`src/rtl/bridge_i2c_pkg.sv`:
```
package bridge_i2c_pkg;

  typedef enum logic [2:0] {
    LK_IDLE,
    LK_ADDR,
    LK_ADDR_ACK,
    LK_WR,
    LK_WR_ACK,
    LK_RD,
    LK_RD_ACK
  } link_state_t;

  localparam int          BYTE_W      = 8;
  localparam logic [7:0]  REG_CTRL    = 8'h1A;
  localparam logic [7:0]  REG_ID      = 8'h1B;
  localparam logic [7:0]  REG_IRQ     = 8'h3D;
  localparam int          CTRL_REQ    = 2;
  localparam int          CTRL_GNT    = 1;
  localparam logic [7:0]  IRQ_PLUGGED = 8'h04;
  localparam logic [7:0]  CTRL_ECHO   = 8'h06;

endpackage

```
`src/rtl/bridge_i2c_sync.sv`:
```
module bridge_i2c_sync #(
  parameter int STAGES = 2
) (
  input  logic clk,
  input  logic rst_n,
  input  logic scl_i,
  input  logic sda_i,
  output logic sda_s,
  output logic scl_rise,
  output logic scl_fall,
  output logic start_det,
  output logic stop_det
);
  logic [STAGES-1:0] scl_q, sda_q;
  logic scl_d, sda_d, scl_s;

  always_ff @(posedge clk or negedge rst_n) begin
    if (!rst_n) begin
      scl_q <= '1;
      sda_q <= '1;
      scl_d <= 1'b1;
      sda_d <= 1'b1;
    end else begin
      scl_q <= {scl_q[STAGES-2:0], scl_i};
      sda_q <= {sda_q[STAGES-2:0], sda_i};
      scl_d <= scl_s;
      sda_d <= sda_s;
    end
  end

  assign scl_s     = scl_q[STAGES-1];
  assign sda_s     = sda_q[STAGES-1];
  assign scl_rise  = scl_s & ~scl_d;
  assign scl_fall  = ~scl_s & scl_d;
  assign start_det = scl_s & scl_d & sda_d & ~sda_s;
  assign stop_det  = scl_s & scl_d & ~sda_d & sda_s;

endmodule

```
`src/rtl/bridge_i2c_link.sv`:
```
module bridge_i2c_link
  import bridge_i2c_pkg::*;
#(
  parameter logic [6:0] DEV_ADDR = 7'h39
) (
  input  logic        clk,
  input  logic        rst_n,
  input  logic        sda_s,
  input  logic        scl_rise,
  input  logic        scl_fall,
  input  logic        start_det,
  input  logic        stop_det,
  output logic        sda_oe,
  output logic        wr_valid,
  output logic        wr_first,
  output logic [7:0]  wr_data,
  output logic        rd_take,
  input  logic [7:0]  rd_data
);
  link_state_t state;
  logic [3:0]  cnt;
  logic [7:0]  shreg;
  logic [7:0]  tx;
  logic        rw;
  logic        first;
  logic        got_ack;

  assign wr_valid = scl_fall && (state == LK_WR) && (cnt == 4'd8);
  assign wr_first = first;
  assign wr_data  = shreg;
  assign rd_take  = scl_fall && (((state == LK_ADDR_ACK) && rw) ||
                                 ((state == LK_RD_ACK) && got_ack));

  always_ff @(posedge clk or negedge rst_n) begin
    if (!rst_n) begin
      state   <= LK_IDLE;
      cnt     <= '0;
      shreg   <= '0;
      tx      <= '0;
      rw      <= 1'b0;
      first   <= 1'b0;
      got_ack <= 1'b0;
      sda_oe  <= 1'b0;
    end else if (start_det) begin
      state  <= LK_ADDR;
      cnt    <= '0;
      sda_oe <= 1'b0;
    end else if (stop_det) begin
      state  <= LK_IDLE;
      sda_oe <= 1'b0;
    end else begin
      unique case (state)
        LK_IDLE: sda_oe <= 1'b0;
        LK_ADDR: begin
          if (scl_rise) begin
            shreg <= {shreg[6:0], sda_s};
            cnt   <= cnt + 4'd1;
          end else if (scl_fall && cnt == 4'd8) begin
            cnt <= '0;
            if (shreg[7:1] == DEV_ADDR) begin
              state  <= LK_ADDR_ACK;
              rw     <= shreg[0];
              sda_oe <= 1'b1;
            end else begin
              state <= LK_IDLE;
            end
          end
        end
        LK_ADDR_ACK: begin
          if (scl_fall) begin
            cnt <= '0;
            if (rw) begin
              state  <= LK_RD;
              tx     <= rd_data;
              sda_oe <= ~rd_data[7];
            end else begin
              state  <= LK_WR;
              first  <= 1'b1;
              sda_oe <= 1'b0;
            end
          end
        end
        LK_WR: begin
          if (scl_rise) begin
            shreg <= {shreg[6:0], sda_s};
            cnt   <= cnt + 4'd1;
          end else if (scl_fall && cnt == 4'd8) begin
            state  <= LK_WR_ACK;
            first  <= 1'b0;
            cnt    <= '0;
            sda_oe <= 1'b1;
          end
        end
        LK_WR_ACK: begin
          if (scl_fall) begin
            state  <= LK_WR;
            sda_oe <= 1'b0;
          end
        end
        LK_RD: begin
          if (scl_rise) begin
            cnt <= cnt + 4'd1;
          end else if (scl_fall) begin
            if (cnt == 4'd8) begin
              state  <= LK_RD_ACK;
              cnt    <= '0;
              sda_oe <= 1'b0;
            end else begin
              tx     <= {tx[6:0], 1'b0};
              sda_oe <= ~tx[6];
            end
          end
        end
        LK_RD_ACK: begin
          if (scl_rise) begin
            got_ack <= ~sda_s;
          end else if (scl_fall) begin
            if (got_ack) begin
              state  <= LK_RD;
              tx     <= rd_data;
              sda_oe <= ~rd_data[7];
            end else begin
              state <= LK_IDLE;
            end
          end
        end
        default: state <= LK_IDLE;
      endcase
    end
  end

  // the line is only pulled in acknowledge slots or while sending data
  p_drive_window_r1: assert property (@(posedge clk) disable iff (!rst_n)
    sda_oe |-> (state == LK_ADDR_ACK || state == LK_WR_ACK || state == LK_RD));

  // once the link is idle (refusal, foreign address) SDA stays released
  p_idle_released_r11: assert property (@(posedge clk) disable iff (!rst_n)
    (state == LK_IDLE) |-> !sda_oe);

  // a byte never spans more than eight bits
  p_bit_count_r3: assert property (@(posedge clk) disable iff (!rst_n)
    cnt <= 4'd8);

endmodule

```
`src/rtl/bridge_i2c_regs.sv`:
```
module bridge_i2c_regs
  import bridge_i2c_pkg::*;
#(
  parameter logic [7:0] CHIP_ID = 8'hB0
) (
  input  logic       clk,
  input  logic       rst_n,
  input  logic       wr_valid,
  input  logic       wr_first,
  input  logic [7:0] wr_data,
  input  logic       rd_take,
  output logic [7:0] rd_data,
  output logic       ddc_mode
);
  logic [7:0] ptr;
  logic       req;
  logic       ddc;

  always_ff @(posedge clk or negedge rst_n) begin
    if (!rst_n) begin
      ptr <= '0;
      req <= 1'b0;
      ddc <= 1'b0;
    end else if (wr_valid && wr_first) begin
      ptr <= wr_data;
    end else if (wr_valid) begin
      ptr <= ptr + 8'd1;
      if (ptr == REG_CTRL) begin
        if (wr_data[CTRL_REQ]) begin
          req <= 1'b1;
          if (wr_data[CTRL_GNT]) ddc <= 1'b1;
        end else begin
          req <= 1'b0;
          ddc <= 1'b0;
        end
      end
    end else if (rd_take) begin
      ptr <= ptr + 8'd1;
    end
  end

  always_comb begin
    unique case (ptr)
      REG_CTRL: rd_data = req ? CTRL_ECHO : 8'h00;
      REG_ID:   rd_data = CHIP_ID;
      REG_IRQ:  rd_data = IRQ_PLUGGED;
      default:  rd_data = 8'h00;
    endcase
  end

  assign ddc_mode = ddc;

  // the pointer byte lands in the pointer
  p_ptr_load_r2: assert property (@(posedge clk) disable iff (!rst_n)
    (wr_valid && wr_first) |=> (ptr == $past(wr_data)));

  // every data byte moves the pointer by one
  p_ptr_step_r3: assert property (@(posedge clk) disable iff (!rst_n)
    ((wr_valid && !wr_first) || rd_take) |=> (ptr == $past(ptr) + 8'd1));

  // pass-through mode needs the request flag
  p_mode_needs_req_r6: assert property (@(posedge clk) disable iff (!rst_n)
    ddc |-> req);

  // control write without request leaves pass-through mode
  p_ctrl_clear_r7: assert property (@(posedge clk) disable iff (!rst_n)
    (wr_valid && !wr_first && ptr == REG_CTRL && !wr_data[CTRL_REQ]) |=> (!ddc && !req));

  // writes elsewhere keep the mode state
  p_other_write_r9: assert property (@(posedge clk) disable iff (!rst_n)
    (wr_valid && !wr_first && ptr != REG_CTRL) |=> ($stable(ddc) && $stable(req)));

endmodule

```
`src/rtl/bridge_i2c_ctl.sv`:
```
module bridge_i2c_ctl #(
  parameter logic [6:0] DEV_ADDR    = 7'h39,
  parameter int         SYNC_STAGES = 2,
  parameter logic [7:0] CHIP_ID     = 8'hB0
) (
  input  logic clk,
  input  logic rst_n,
  input  logic scl_i,
  input  logic sda_i,
  output logic sda_oe_o,
  output logic ddc_mode_o
);
  logic       sda_s, scl_rise, scl_fall, start_det, stop_det;
  logic       wr_valid, wr_first, rd_take;
  logic [7:0] wr_data, rd_data;

  bridge_i2c_sync #(.STAGES(SYNC_STAGES)) u_sync (
    .clk       (clk),
    .rst_n     (rst_n),
    .scl_i     (scl_i),
    .sda_i     (sda_i),
    .sda_s     (sda_s),
    .scl_rise  (scl_rise),
    .scl_fall  (scl_fall),
    .start_det (start_det),
    .stop_det  (stop_det)
  );

  bridge_i2c_link #(.DEV_ADDR(DEV_ADDR)) u_link (
    .clk       (clk),
    .rst_n     (rst_n),
    .sda_s     (sda_s),
    .scl_rise  (scl_rise),
    .scl_fall  (scl_fall),
    .start_det (start_det),
    .stop_det  (stop_det),
    .sda_oe    (sda_oe_o),
    .wr_valid  (wr_valid),
    .wr_first  (wr_first),
    .wr_data   (wr_data),
    .rd_take   (rd_take),
    .rd_data   (rd_data)
  );

  bridge_i2c_regs #(.CHIP_ID(CHIP_ID)) u_regs (
    .clk      (clk),
    .rst_n    (rst_n),
    .wr_valid (wr_valid),
    .wr_first (wr_first),
    .wr_data  (wr_data),
    .rd_take  (rd_take),
    .rd_data  (rd_data),
    .ddc_mode (ddc_mode_o)
  );

  // right after reset the line is released and the mode is off
  p_reset_quiet_r10: assert property (@(posedge clk)
    $rose(rst_n) |-> (!sda_oe_o && !ddc_mode_o));

endmodule

```
`config.mk`:
```
export PLATFORM = sky130hd
export DESIGN_NAME = bridge_i2c_ctl
export DESIGN_NICKNAME = d
export VERILOG_FILES = /design/src/rtl/bridge_i2c_pkg.sv /design/src/rtl/bridge_i2c_sync.sv /design/src/rtl/bridge_i2c_link.sv /design/src/rtl/bridge_i2c_regs.sv /design/src/rtl/bridge_i2c_ctl.sv
export SDC_FILE = /design/constraint.sdc
export NUM_CORES = 1
export LEC_CHECK = 0
export BUFFER_PORTS_ARGS = -buffer_cell sky130_fd_sc_hd__buf_4
export CORE_MARGIN = 5
export CORE_UTILIZATION = 40
export DETAILED_ROUTE_END_ITERATION = 10
export HOLD_SLACK_MARGIN = 0.1
export PLACE_DENSITY = 0.65
export SYNTH_ARGS = -nofsm -noshare
export SYNTH_HDL_FRONTEND = slang
export SYNTH_SLANG_ARGS = --single-unit
```
`constraint.sdc`:
```
create_clock -name clk -period 2.2 [get_ports clk]
set_input_delay 0.44 -clock clk [delete_from_list [all_inputs] [get_ports clk]]
set_output_delay 0.44 -clock clk [all_outputs]
set_load 0.02 [all_outputs]
```
==> impl_results.md <==
- Comb pwr share: 14.9%
- Placement-stage cell area: 2500 um2
- Final hold slack: 0.0879 ns
- Largest net degree at the start of global routing: 42
- Final Cycle Share: 90.5%
- Final setup TNS: 0 ns
- Register area: 1030 um2
- Syn avg cell area: 9.44 um2
- Async S/R FF share, synth: 100%
- Global-route wire length before repair: 8.58 mm
- Rows: 28
- Remaining DRCs: 0
- Htree depth: 2
- Reg clk slew, reported paths: 0.09 ns
- Num CTS Buffers: 5
- Worst skew pair latency: 0.30 ns
- GRT met3 Usage: 2.84%
- CORE AREA: 5850 um2
- DR vias: 1,857
- Sequential-to-total area share from yosys stat: between 40% and 50%
- Max Cap Violations: 0
- Sw Ratio: between 30% and 40%
- Commonest non-fill, non-tap cell in the layout: dfrtp_1
- Die area: 7560 um2
- Unrepaired setup endpoints after global routing: no
- CTS Root Cell: clkbuf_8
- Clock skew: 0.0107 ns
- Met1 usage: 20.2%
- Setup WS pre-CTS: 0.139 ns
- Lkg Pwr: 1.09 nW
- PortBufs: 5
- Peak Freq: 502 MHz
- Net switching power figure: 0.000515 W
- Worst Max-Slew Pin Slew: 0.524 ns
- Die width: 87.0 um
- Pwr Density: 648 nW/um2
- Flop pwr share: a little over half
- Yosys warning count: 0
- Synth Net Count: 263
- Area delta synth->final: 9.51%
- Multi-input gate area: approximately 1200 um2
- Post-synthesis mux area share: 5.97%
- Critical Path AT: 2.17 ns
- Hold_buf cts: 0
- DRT iter0 DRCs: between 150 and 200
- Most frequent cells in the layout: 35 x dfrtp_1, 20 x nand2_1, 19 x nor2_1, 17 x inv_1
- Synth Flop Type: dfrtp_1
- GRT busiest layer: met2
- Final setup viols: 0
- Worst reg-to-reg path cell count: 6
- Compound-Gate Fraction of Synth Area: 17.0%
- Gate Count Post-Synth: 251
- Routed len/inst: about 14 um
- # fillers: 547
- Routability congestion estimate from global placement: 0.847
- IO Count: 6
- Ant diodes: 0
- Worst IR Drop VDD: around 0.34 mV
- Internal: 0.00116 W
- Cell Area, Synth: 2370 um2
- Initial antenna violation count: 0
- # nets final: between 200 and 300
- Adder-cell share of the synthesized area: roughly 4.2%
- M2 GR Usage: between 20% and 30%
- DRT Pass-1 Iters: 4
- XOR/XNOR Fraction of Synth Area: 1.48%
- Largest family of logic cells by synthesized area: simple AND/OR/NAND/NOR gates
- Post-synth cell types: between 50 and 60
- Tot Pwr: about 0.0017 W
- Seq cells post-synth: just over 40
- Total GRT Usage: between 10% and 20%
- Final Hold Vio Count: 0
- Vias per inst: 5.51
- Relative max-transition margin: 64.8%
- Clock sink count: 41
- Starting Density: between 40% and 50%
- Worst setup EP type: register
- Share of cells above drive strength 1: 14.5%
- WL final: 4.83 mm
- Slew Limit Fails: 0
- Worst Path Required: 2.38 ns
- Detailed Place HPWL: 3.39 mm
- Fin worst setup slack: roughly 0.21 ns
- Critical path peak fanout: 11
- Number of synthesized flops with an enable pin: 0
- CP startpoint kind: register
- Final min period: about 2 ns
- Final ANT Viol Nets: 0
- Hold crit path type: primary input to async pin
- Simple-gate share of the synthesized area: 21.9%
- Reg-to-reg slack, setup: 0.21 ns
- Status: complete, no violations
- CTS Buffer Depth: 2
- Vias in the first global route: about 1,800
- Crit Path Class: register to register
- Die height: 87.0 um
- Final non-filler cell area: 2590 um2
- CTS tree: built
- GRT overflow: 0
- Clock power share: 30.5%
==> per-layer routing <==
metal | routed length (um) | part of all wire, %
met1 | 2410 | 50
met2 | 2150 | 45
met3 | 188 | 3.9
met4 | 75 | 1.6
met5 | 0 | 0
==> final cells by class <==
| class | count | share of cell area [%] |
|---|---|---|
| clock inverters | 3 | 0.820 |
| clock buffers | 5 | 2.65 |
| flip-flops and latches | 41 | 39.8 |
| repair buffers | 14 | 4.05 |
| inverters | 19 | 2.75 |
| multi-input cells | 180 | 46.3 |
| well taps | 75 | 3.62 |
==> power by group through the flow <==
stage | clock (W) | combinational [W] | sequential (W)
final | 0.000513 | 0.000251 | 0.000916
after detailed placement | 0 | 0.000251 | 0.000931
after global placement | 0 | 0.000248 | 0.000928
after floorplan | 0 | 0.000169 | 0.000909
after global routing | 0.000560 | 0.000286 | 0.000930
after CTS | 0.000528 | 0.000253 | 0.000917
==> worst max-delay path, cell delays in order, from the launching register on <==
cell and delay [ns]:
dfstp_2 0.56, ha_2 0.30, nand2_1 0.08, a31o_1 0.24
a22oi_2 0.29, nor3_1 0.09, a311o_1 0.32
==> kinds of logic (layout without fill, tap and decap cells) <==
group	count (synthesis)	after routing
fa+ha+maj	8	8
flops	41	41
simple gates	94	94
compound gates	61	61
mux	13	13
buf+inv	30	41
xor+xnor	4	4
==> per-stage QoR <==
step | utilization [%] | std cells
final | 44.3 | 337
after CTS | 44.3 | 337
after global routing | 44.3 | 337
after global placement | 42.8 | 329
after detailed placement | 42.8 | 329
after floorplan | - | 251
==> Yosys cell counts (2+ instances only) <==
cell type | number | area [um2]
a21oi_1 | 14 | 70.1
a22oi_1 | 3 | 22.5
a31oi_1 | 2 | 12.5
and3_1 | 4 | 25.0
and3b_1 | 3 | 26.3
and4_1 | 2 | 17.5
buf_2 | 8 | 40.0
buf_4 | 2 | 15.0
dfrtp_1 | 35 | 876
dfstp_2 | 6 | 158
ha_1 | 8 | 100
inv_1 | 17 | 63.8
inv_2 | 2 | 7.51
mux2_1 | 9 | 101
mux2i_1 | 4 | 40.0
nand2_1 | 20 | 75.1
nand2b_1 | 2 | 12.5
nand3_1 | 11 | 55.1
nand3b_1 | 2 | 15.0
nand4_1 | 3 | 18.8
nand4b_1 | 4 | 35.0
nor2_1 | 19 | 71.3
nor2b_1 | 7 | 43.8
nor3_1 | 3 | 15.0
nor3b_1 | 4 | 30.0
o211ai_1 | 2 | 15.0
o21ai_0 | 6 | 30.0
o21ai_1 | 14 | 70.1
o22a_1 | 2 | 17.5
o22ai_1 | 2 | 12.5
o31ai_1 | 4 | 30.0
xor2_1 | 4 | 35.0
==> flip-flops by register name, summed over array words and instances, names as in the netlist <==
| register | flops |
|---|---|
| u_regs.req | 1 |
| u_link.cnt | 4 |
| u_regs.ptr | 8 |
| u_link.got_ack | 1 |
| u_link.state | 3 |
| u_link.rw | 1 |
| u_regs.ddc_mode | 1 |
| u_sync.scl_d | 1 |
| u_link.wr_data | 8 |
| u_sync.scl_q | 2 |
| u_sync.sda_q | 2 |
| u_link.sda_oe | 1 |
| u_link.wr_first | 1 |
| u_link.tx | 6 |
| u_sync.sda_d | 1 |
==> what timing repair did <==
| action | CTS | global route |
|---|---|---|
| setup buffers | 0 | 0 |
| endpoints found under the setup margin | 0 | 1 |
| gates resized for setup | 0 | 1 |
==> path summary, 6_finish.rpt <==
| kind | startpoint | to |
|---|---|---|
| max | u_sync.scl_q[1]$_DFF_PN1_ | u_link.state[0]$_DFFE_PN0P_ |
| min in group clk | scl_i | u_sync.scl_q[0]$_DFF_PN1_ |
| min reg2reg | u_sync.sda_q[0]$_DFF_PN1_ | u_sync.sda_q[1]$_DFF_PN1_ |
| max reg2reg | u_sync.scl_q[1]$_DFF_PN1_ | u_link.state[0]$_DFFE_PN0P_ |
| min | rst_n | u_regs.ptr[6]$_DFFE_PN0P_ |
| max in group asynchronous | rst_n | u_sync.scl_d$_DFF_PN1_ |
Note: power is estimated with default switching activity, not from simulation.
